--- config.mk ---
export PLATFORM = sky130hd
export DESIGN_NAME = dfs_correct
export DESIGN_NICKNAME = d
export VERILOG_FILES = /design/src/rtl/dfs_pkg.sv /design/src/rtl/dfs_regs.sv /design/src/rtl/dfs_frame_ctl.sv /design/src/rtl/dfs_datapath.sv /design/src/rtl/dfs_correct.sv
export SDC_FILE = /design/constraint.sdc
export NUM_CORES = 1
export LEC_CHECK = 0
export ABC_AREA = 1
export CAP_MARGIN = 20
export CORE_MARGIN = 5
export CORE_UTILIZATION = 38
export DETAILED_ROUTE_END_ITERATION = 8
export SKIP_LAST_GASP = 1
export SYNTH_ARGS = -nofsm -noshare
export SYNTH_HDL_FRONTEND = slang
export SYNTH_SLANG_ARGS = --single-unit
export TNS_END_PERCENT = 100
--- constraint.sdc ---
create_clock -name clk -period 4.1 [get_ports clk]
set_input_delay 0.82 -clock clk [delete_from_list [all_inputs] [get_ports clk]]
set_output_delay 0.82 -clock clk [all_outputs]
set_load 0.01 [all_outputs]
--- src/rtl/dfs_pkg.sv ---
package dfs_pkg;
  typedef enum logic [1:0] {
    MODE_PASS = 2'd0,
    MODE_SUB  = 2'd1,
    MODE_MUL  = 2'd2
  } corr_mode_e;

  localparam int CTRL_ADDR      = 0;
  localparam int STAT_ADDR      = 1;
  localparam int CTRL_DARK_BIT  = 0;
  localparam int CTRL_SHADE_BIT = 1;
  localparam int CTRL_SFT_LSB   = 2;
endpackage

--- src/rtl/dfs_regs.sv ---
module dfs_regs
  import dfs_pkg::*;
#(
  parameter int ADDR_W = 2,
  parameter int DATA_W = 32,
  parameter int SFT_W  = 3
) (
  input  logic              clk,
  input  logic              rst_n,
  input  logic              reg_wr,
  input  logic [ADDR_W-1:0] reg_addr,
  input  logic [DATA_W-1:0] reg_wdata,
  output logic [DATA_W-1:0] reg_rdata,
  input  logic              fail_set,
  output logic              dark_en,
  output logic              shade_en,
  output logic [SFT_W-1:0]  sft,
  output logic              fail_flag
);
  localparam int CTRL_BITS = CTRL_SFT_LSB + SFT_W;

  logic wr_ctrl, wr_stat;
  logic unused_wdata;

  assign wr_ctrl = reg_wr && (reg_addr == ADDR_W'(CTRL_ADDR));
  assign wr_stat = reg_wr && (reg_addr == ADDR_W'(STAT_ADDR));
  assign unused_wdata = ^reg_wdata[DATA_W-1:CTRL_BITS];

  always_ff @(posedge clk) begin
    if (!rst_n) begin
      dark_en  <= 1'b0;
      shade_en <= 1'b0;
      sft      <= '0;
    end else if (wr_ctrl) begin
      dark_en  <= reg_wdata[CTRL_DARK_BIT];
      shade_en <= reg_wdata[CTRL_SHADE_BIT];
      sft      <= reg_wdata[CTRL_SFT_LSB +: SFT_W];
    end
  end

  always_ff @(posedge clk) begin
    if (!rst_n)                       fail_flag <= 1'b0;
    else if (fail_set)                fail_flag <= 1'b1;
    else if (wr_stat && reg_wdata[0]) fail_flag <= 1'b0;
  end

  always_comb begin
    reg_rdata = '0;
    if (reg_addr == ADDR_W'(CTRL_ADDR)) begin
      reg_rdata[CTRL_DARK_BIT]           = dark_en;
      reg_rdata[CTRL_SHADE_BIT]          = shade_en;
      reg_rdata[CTRL_SFT_LSB +: SFT_W]   = sft;
    end else if (reg_addr == ADDR_W'(STAT_ADDR)) begin
      reg_rdata[0] = fail_flag;
    end
  end
endmodule

--- src/rtl/dfs_frame_ctl.sv ---
module dfs_frame_ctl
  import dfs_pkg::*;
#(
  parameter int SFT_W = 3
) (
  input  logic             clk,
  input  logic             rst_n,
  input  logic             frame_start,
  input  logic             pix_valid,
  input  logic             cor_valid,
  input  logic             dark_en,
  input  logic             shade_en,
  input  logic [SFT_W-1:0] sft,
  output corr_mode_e       mode,
  output logic [SFT_W-1:0] sft_eff,
  output logic             cor_ready,
  output logic             underrun
);
  logic             sh_dark, sh_shade, drop;
  logic [SFT_W-1:0] sh_sft;
  logic             eff_dark, eff_shade, eff_drop, active;
  corr_mode_e       mode_req;

  assign eff_dark  = frame_start ? dark_en  : sh_dark;
  assign eff_shade = frame_start ? shade_en : sh_shade;
  assign sft_eff   = frame_start ? sft      : sh_sft;
  assign eff_drop  = frame_start ? 1'b0     : drop;

  always_comb begin
    if (eff_dark && eff_shade) mode_req = MODE_MUL;
    else if (eff_dark)         mode_req = MODE_SUB;
    else                       mode_req = MODE_PASS;
  end

  assign active    = (mode_req != MODE_PASS) && !eff_drop;
  assign underrun  = pix_valid && active && !cor_valid;
  assign cor_ready = pix_valid && active;
  assign mode      = (active && !underrun) ? mode_req : MODE_PASS;

  always_ff @(posedge clk) begin
    if (!rst_n) begin
      sh_dark  <= 1'b0;
      sh_shade <= 1'b0;
      sh_sft   <= '0;
      drop     <= 1'b0;
    end else begin
      if (frame_start) begin
        sh_dark  <= dark_en;
        sh_shade <= shade_en;
        sh_sft   <= sft;
        drop     <= 1'b0;
      end
      if (underrun) drop <= 1'b1;
    end
  end
endmodule

--- src/rtl/dfs_datapath.sv ---
module dfs_datapath
  import dfs_pkg::*;
#(
  parameter int PIX_W = 10,
  parameter int COR_W = 8,
  parameter int SFT_W = 3
) (
  input  logic             clk,
  input  logic             rst_n,
  input  logic             in_valid,
  input  logic [PIX_W-1:0] in_pix,
  input  logic [COR_W-1:0] in_cor,
  input  corr_mode_e       in_mode,
  input  logic [SFT_W-1:0] in_sft,
  output logic             out_valid,
  output logic [PIX_W-1:0] out_pix
);
  localparam int PROD_W = PIX_W + COR_W;
  localparam logic [PIX_W-1:0] PIX_MAX = '1;

  logic             s1_valid;
  logic [PIX_W-1:0] s1_pix;
  logic [COR_W-1:0] s1_cor;
  corr_mode_e       s1_mode;
  logic [SFT_W-1:0] s1_sft;

  logic [PIX_W:0]    diff;
  logic [PROD_W-1:0] prod, shifted;
  logic [PIX_W-1:0]  result;

  always_ff @(posedge clk) begin
    if (!rst_n) begin
      s1_valid <= 1'b0;
      s1_pix   <= '0;
      s1_cor   <= '0;
      s1_mode  <= MODE_PASS;
      s1_sft   <= '0;
    end else begin
      s1_valid <= in_valid;
      s1_pix   <= in_pix;
      s1_cor   <= in_cor;
      s1_mode  <= in_mode;
      s1_sft   <= in_sft;
    end
  end

  assign diff    = {1'b0, s1_pix} - {{(PIX_W + 1 - COR_W){1'b0}}, s1_cor};
  assign prod    = {{COR_W{1'b0}}, s1_pix} * {{PIX_W{1'b0}}, s1_cor};
  assign shifted = prod >> s1_sft;

  always_comb begin
    case (s1_mode)
      MODE_SUB: result = diff[PIX_W] ? '0 : diff[PIX_W-1:0];
      MODE_MUL: result = (|shifted[PROD_W-1:PIX_W]) ? PIX_MAX : shifted[PIX_W-1:0];
      default:  result = s1_pix;
    endcase
  end

  always_ff @(posedge clk) begin
    if (!rst_n) begin
      out_valid <= 1'b0;
      out_pix   <= '0;
    end else begin
      out_valid <= s1_valid;
      out_pix   <= result;
    end
  end
endmodule

--- src/rtl/dfs_correct.sv ---
module dfs_correct
  import dfs_pkg::*;
#(
  parameter int PIX_W  = 10,
  parameter int COR_W  = 8,
  parameter int SFT_W  = 3,
  parameter int ADDR_W = 2,
  parameter int DATA_W = 32
) (
  input  logic              clk,
  input  logic              rst_n,
  input  logic              frame_start,
  input  logic              pix_valid,
  input  logic [PIX_W-1:0]  pix_data,
  input  logic              cor_valid,
  input  logic [COR_W-1:0]  cor_data,
  output logic              cor_ready,
  output logic              out_valid,
  output logic [PIX_W-1:0]  out_data,
  input  logic              reg_wr,
  input  logic [ADDR_W-1:0] reg_addr,
  input  logic [DATA_W-1:0] reg_wdata,
  output logic [DATA_W-1:0] reg_rdata
);
  logic             dark_en, shade_en, fail_flag, underrun;
  logic [SFT_W-1:0] sft, sft_eff;
  corr_mode_e       mode;

  dfs_regs #(.ADDR_W(ADDR_W), .DATA_W(DATA_W), .SFT_W(SFT_W)) u_regs (
    .clk(clk), .rst_n(rst_n), .reg_wr(reg_wr), .reg_addr(reg_addr),
    .reg_wdata(reg_wdata), .reg_rdata(reg_rdata), .fail_set(underrun),
    .dark_en(dark_en), .shade_en(shade_en), .sft(sft), .fail_flag(fail_flag)
  );

  dfs_frame_ctl #(.SFT_W(SFT_W)) u_frame (
    .clk(clk), .rst_n(rst_n), .frame_start(frame_start), .pix_valid(pix_valid),
    .cor_valid(cor_valid), .dark_en(dark_en), .shade_en(shade_en), .sft(sft),
    .mode(mode), .sft_eff(sft_eff), .cor_ready(cor_ready), .underrun(underrun)
  );

  dfs_datapath #(.PIX_W(PIX_W), .COR_W(COR_W), .SFT_W(SFT_W)) u_dp (
    .clk(clk), .rst_n(rst_n), .in_valid(pix_valid), .in_pix(pix_data),
    .in_cor(cor_data), .in_mode(mode), .in_sft(sft_eff),
    .out_valid(out_valid), .out_pix(out_data)
  );
endmodule

Yosys cells after proc, flatten, opt, wreduce, memory -nomap -nowiden. Index checks and enable logic that the tools add are counted.

Register bits: 44. Input port bits: 58. Word-level logic and storage cells: 50.

$add $sub $neg: 1. $mul: 1. Equality and inequality tests: 3. Shift-type cells: 1. Multiplexer cells: 14. Reduce and logical (&&, ||, !) cells: 16.

Operators by type and width (number): two-way mux 10 bit (2); case mux 10 bit (2 select lines) (1); multiplier 10 x 8 -> 18 bit (1); >> shifter 18 x 3 -> 18 bit (1); subtractor 10 x 8 -> 11 bit (1); two-way mux 1 bit (9); logical AND 1 bit (8); OR reduction 8 bit (1); == test 2 x 1 -> 1 bit (second input constant) (2); two-way mux 4 bit (1); nonzero test 2 bit (2); zero test 1 bit (3); == test 2 bit (second input constant) (1); zero test 2 bit (1); two-way mux 2 bit (1); AND reduction 2 bit (1).

Longest topological paths before layout.
Word-level depth: 10. Depth in mapped cells: 28. Mapped depth without buffers: 27.

Modules after synthesis. Synthesis repeated with hierarchy kept, for this count alone.

Cells, all modules: 893. Area total of the unflattened synthesis: 5950.7 um^2.

Modules (own cells, without submodules): dfs_datapath (instances 1, cells an instance 784, area an instance 5166.2 um^2); dfs_regs (instances 1, cells an instance 71, area an instance 500.5 um^2); dfs_frame_ctl (instances 1, cells an instance 38, area an instance 284.0 um^2).

Worst setup path after synthesis. No wires, ideal clock.

Kind: register to register. Start point: reg u_dp.s1_cor[7]. End point: reg u_dp.out_pix[9]. Setup time: 119 ps. Arrival time: 4278 ps. Required time: 3981 ps. Slack: -298 ps. Stages on the path, launching flop included: 23. Period minus slack after synthesis: 4398 ps. Cell sequence: dfxtp_1 clkbuf_1 nand2_1 fa_1 fa_1 fa_1 inv_1 fa_1 ha_1 nand2_1 inv_1 nand2_1 nand2_1 a21oi_1 nand2_1 nand2_1 nand3_1 nand2_1 nand2_2 a21oi_4 nand3_1 nand2_1 a21oi_1.

Word-level cells in the longest chain between the ends: 5. Elaborated cells on any way between the ends: 7. Those cells by class: add/sub (1); mul (1); shift (1); mux (3); reduce/logical (1).

Ends and longest elaborated chain: start, declared (line dfs_datapath.sv:23) `logic [COR_W-1:0] s1_cor;`; start signal, assigned (line dfs_datapath.sv:41) `s1_cor <= in_cor;`; multiplier 10 x 8 -> 18 bit (line dfs_datapath.sv:48) `assign prod = {{COR_W{1'b0}}, s1_pix} * {{PIX_W{1'b0}}, s1_cor};`; >> shifter 18 x 3 -> 18 bit (line dfs_datapath.sv:49) `assign shifted = prod >> s1_sft;`; OR reduction 8 bit (line dfs_datapath.sv:54) `MODE_MUL: result = (|shifted[PROD_W-1:PIX_W]) ? PIX_MAX : shifted[PIX_W-1:0];`; two-way mux 10 bit (line dfs_datapath.sv:54); case mux 10 bit (2 select lines) (*) (line dfs_datapath.sv:52) `case (s1_mode)`; end signal, assigned (line dfs_datapath.sv:65) `out_pix <= result;`; end, declared (line dfs_datapath.sv:16) `output logic [PIX_W-1:0] out_pix`.

Mark *: on every way between the ends. The rest lies on a longest branch, timed or not. A chain may end at the register's enable or synchronous reset.

Worst setup path in the final report.
Start point: reg u_dp.s1_cor[4]. End point: reg u_dp.out_pix[7].

The elaborated chain is that of the path after synthesis.

==> impl_metrics.py <==
metrics = {
    "die": {
        "die-area_um2": 17500,
        "io-pin-count": 102,
        "die_x_um": 132,
        "rows": 44,
        "core-area_um2": 14600,
        "die_y_um": 132,
        "initial_core_util_pct": 38.9,
    },
    "clock_tree": {
        "numCtsBuffers": 5,
        "clkLatencyLatePin_ns": 0.29,
        "numClockSinks": 44,
        "htree_levels": 2,
        "cts_max_path_buffers": 2,
        "path_clk_slew_ns": 0.06,
        "cts_tree": "done",
        "clockRootBuffer": "clkbuf_16",
    },
    "routing": {
        "wire_per_inst_um": 12.2,
        "vias": 5201,
        "detail_route.iter0.violations": 272,
        "final_antenna_net_count": 0,
        "viasPerCell": 4.55,
        "dr.pass1.iters": 4,
        "wirelength_mm": 14.0,
        "drc": 0,
    },
    "sta": {
        "fmax_mhz": 226,
        "hold_viol_final": 0,
        "fin_setup_tns_ns": -2.81,
        "worst_slack_ns": -0.322,
        "clock_skew_ns": 0.00609,
        "finalCritPeriodShare_pct": 108,
        "layout_min_cycle_time_ns": 4.42,
        "setup_viol": 10,
        "tightest_slew_ns": 0.797,
        "max-slew-margin-rel_pct": 46.8,
        "rsz0062_at_grt": "yes",
        "slew_viol_final": 0,
    },
    "power_and_ir_drop": {
        "clockPowerShare_pct": 24.4,
        "power_density_nw_per_um2": 228,
        "intPower_mw": 1.04,
        "p_sw_mw": 0.633,
        "irDropWorstVdd_v": 0.000167,
        "combPwrFrac_pct": 46.6,
        "switching_share_pct": 37.9,
        "p_leak_nw": 4.03,
        "p_seq_share_pct": 29.0,
    },
    "placement": {
        "dp.cells": 1128,
        "dpl.hpwl_mm": 11.6,
        "finalWeightedCongestion": 0.900,
        "io_buffers": 47,
    },
    "global_routing": {
        "grt_pass1_wl_mm": 23.7,
        "track_usage_pct": 16.1,
        "antenna_found_initial": 0,
        "grt_overflow": 0,
        "grt_max_degree": 22,
        "grt_pass1_vias": 4996,
    },
    "logic_synthesis": {
        "ys_seq_elements": 44,
        "syn_inst": 871,
        "synthArstFlopShare_pct": 0,
        "yosysSeqAreaShare_pct": 15.5,
        "ys_types": 33,
        "synth-edff-count": 0,
        "syn_area_um2": 5700,
        "ys.flop_type": "dfxtp_1",
        "ys_warn_count": 0,
        "synth.avg_cell_area_um2": 6.54,
    },
    "worst_setup_path": {
        "crit_path_start_kind": "register",
        "required_ns": 4.28,
        "critical_path_peak_fanout": 5,
        "cp_common_cell": "fa_1",
        "worstSetupEndpointType": "register",
        "crit_arrival_ns": 4.60,
        "crit_type": "reg2reg",
        "slowest_stage": "fa_1",
        "crit_chain": "ha_1, inv_1, fa_1, fa_1, fa_1, inv_1, fa_1, ha_4, nand2_2, nor2_4, and2_1, nand2_2, nand3_2, nand3_2, nand2_2, nand2_4, a21oi_4, nand3_1, nand2_1, a21oi_2",
        "slowest_delay_ns": 0.51,
    },
    "run_status": {
        "violations": "setup timing",
        "outcome": "finished, violations left",
    },
    "cells_and_area": {
        "final_common_cell": "nand2_1",
        "diodes": 0,
        "final_cell_mix": "nand2_1, inv_1, buf_4",
        "drive_above_1_share_pct": 19.8,
        "syn2layout_area_growth_pct": 28.6,
        "fin_cells": 1142,
        "nNetsFinal": 1120,
    },
    "worst_hold_path": {
        "min_path_type": "reg2reg",
    },
    "job": {
        "maxCapViolations": 0,
    },
}
==> per-stage QoR <==
| stage | hold slack (ns) | worst slack (ns) | power, mW | cell area (um^2) | util, % |
|---|---|---|---|---|---|
| CTS | 0.417 | -0.342 | 1.64 | 7140 | 48.8 |
| floorplan | 0.390 | -0.0157 | 0.977 | 6040 | - |
| detailed placement | 0.401 | -0.522 | 1.18 | 6750 | 46.1 |
| global placement | 0.394 | -0.508 | 1.18 | 6750 | 46.1 |
| global route | 0.433 | -0.580 | 1.80 | 7320 | 50.0 |
| finish | 0.414 | -0.322 | 1.67 | 7320 | 50.0 |
==> flip-flops by register name, indices dropped and copies added, names as in the netlist, 2 cells and up <==
name,cells
u_dp.out_pix,10
u_dp.s1_cor,8
u_dp.s1_mode,2
u_dp.s1_pix,10
u_frame.sh_sft,3
u_regs.sft,3
==> kinds of logic (layout without fill, tap and decap cells) <==
group,after synthesis,in the layout,share of synthesized area (%)
AND/OR/NAND/NOR,367,368,26.5
buffers and inverters,266,325,19.4
adder cells (fa/ha/maj),105,105,29.5
AO/OA/AOI/OAI,78,79,7.54
flip-flops,44,44,15.5
XOR/XNOR,10,10,1.54
other,1,27,0.0658
==> worst max-delay path: cells and delay by family, from the launching register on <==
family          cells  cell delay [ns]
compound gates      2             0.28
fa+ha+maj           6             2.47
buf+inv             2             0.12
flops               1             0.36
simple gates       10             1.07
==> power by group through the flow <==
stage	Clock [mW]	Combinational, mW	Sequential, mW
global route	0.435	0.876	0.488
floorplan	0	0.500	0.478
CTS	0.420	0.739	0.484
detailed placement	0	0.689	0.496
finish	0.408	0.780	0.484
global placement	0	0.682	0.496
==> layout make-up <==
type,instances,area (um^2)
Fill cell,1485,7320
Multi-Input combinational cell,589,4260
Timing Repair Buffer,110,982
Sequential cell,44,923
Inverter,207,777
Tap cell,184,230
Clock buffer,6,139
Clock inverter,2,15.0
==> layer usage <==
metal,vias to the layer above,GRT usage (%),routed length (um)
li1,2719,-,-
met1,2368,22.2,6600
met2,93,26.9,6510
met3,21,1.67,539
met4,0,4.45,308
met5,-,0,0
==> path summary, 6_finish.rpt <==
path / from / to / slack (ns) / cells after the start
worst max-delay path: u_dp.s1_cor[4]$_SDFF_PN0_ / u_dp.out_pix[7]$_SDFF_PN0_ / -0.32 / 20
worst min-delay path: u_dp.s1_valid$_SDFF_PN0_ / u_dp.out_valid$_SDFF_PN0_ / 0.41 / 2
worst min register to register: u_dp.s1_valid$_SDFF_PN0_ / u_dp.out_valid$_SDFF_PN0_ / 0.41 / 2
worst max register to register: u_dp.s1_cor[4]$_SDFF_PN0_ / u_dp.out_pix[7]$_SDFF_PN0_ / -0.32 / 20
==> repair_timing <==
item                                   in CTS  in global routing
pin swaps                                  24                 20
gates resized for setup                    64                 53
setup buffers                               4                  0
setup endpoints to repair                  10                 10
hold buffers                                0                  0
endpoints found under the hold margin       0                  0
gates cloned                                2                  0
==> cell usage after synthesis, drive strengths merged (6+ instances only) <==
cell | n | area share (%)
nand2 | 246 | 16
nand4 | 6 | 0.66
o21ai | 35 | 3.1
inv | 206 | 14
dfxtp | 44 | 15
a21oi | 36 | 3.4
fa | 49 | 17
clkbuf | 26 | 1.7
nand3 | 62 | 5.5
nor2 | 46 | 3.0
buf | 33 | 4.1
ha | 56 | 12
(Power assumes the default switching activity.)
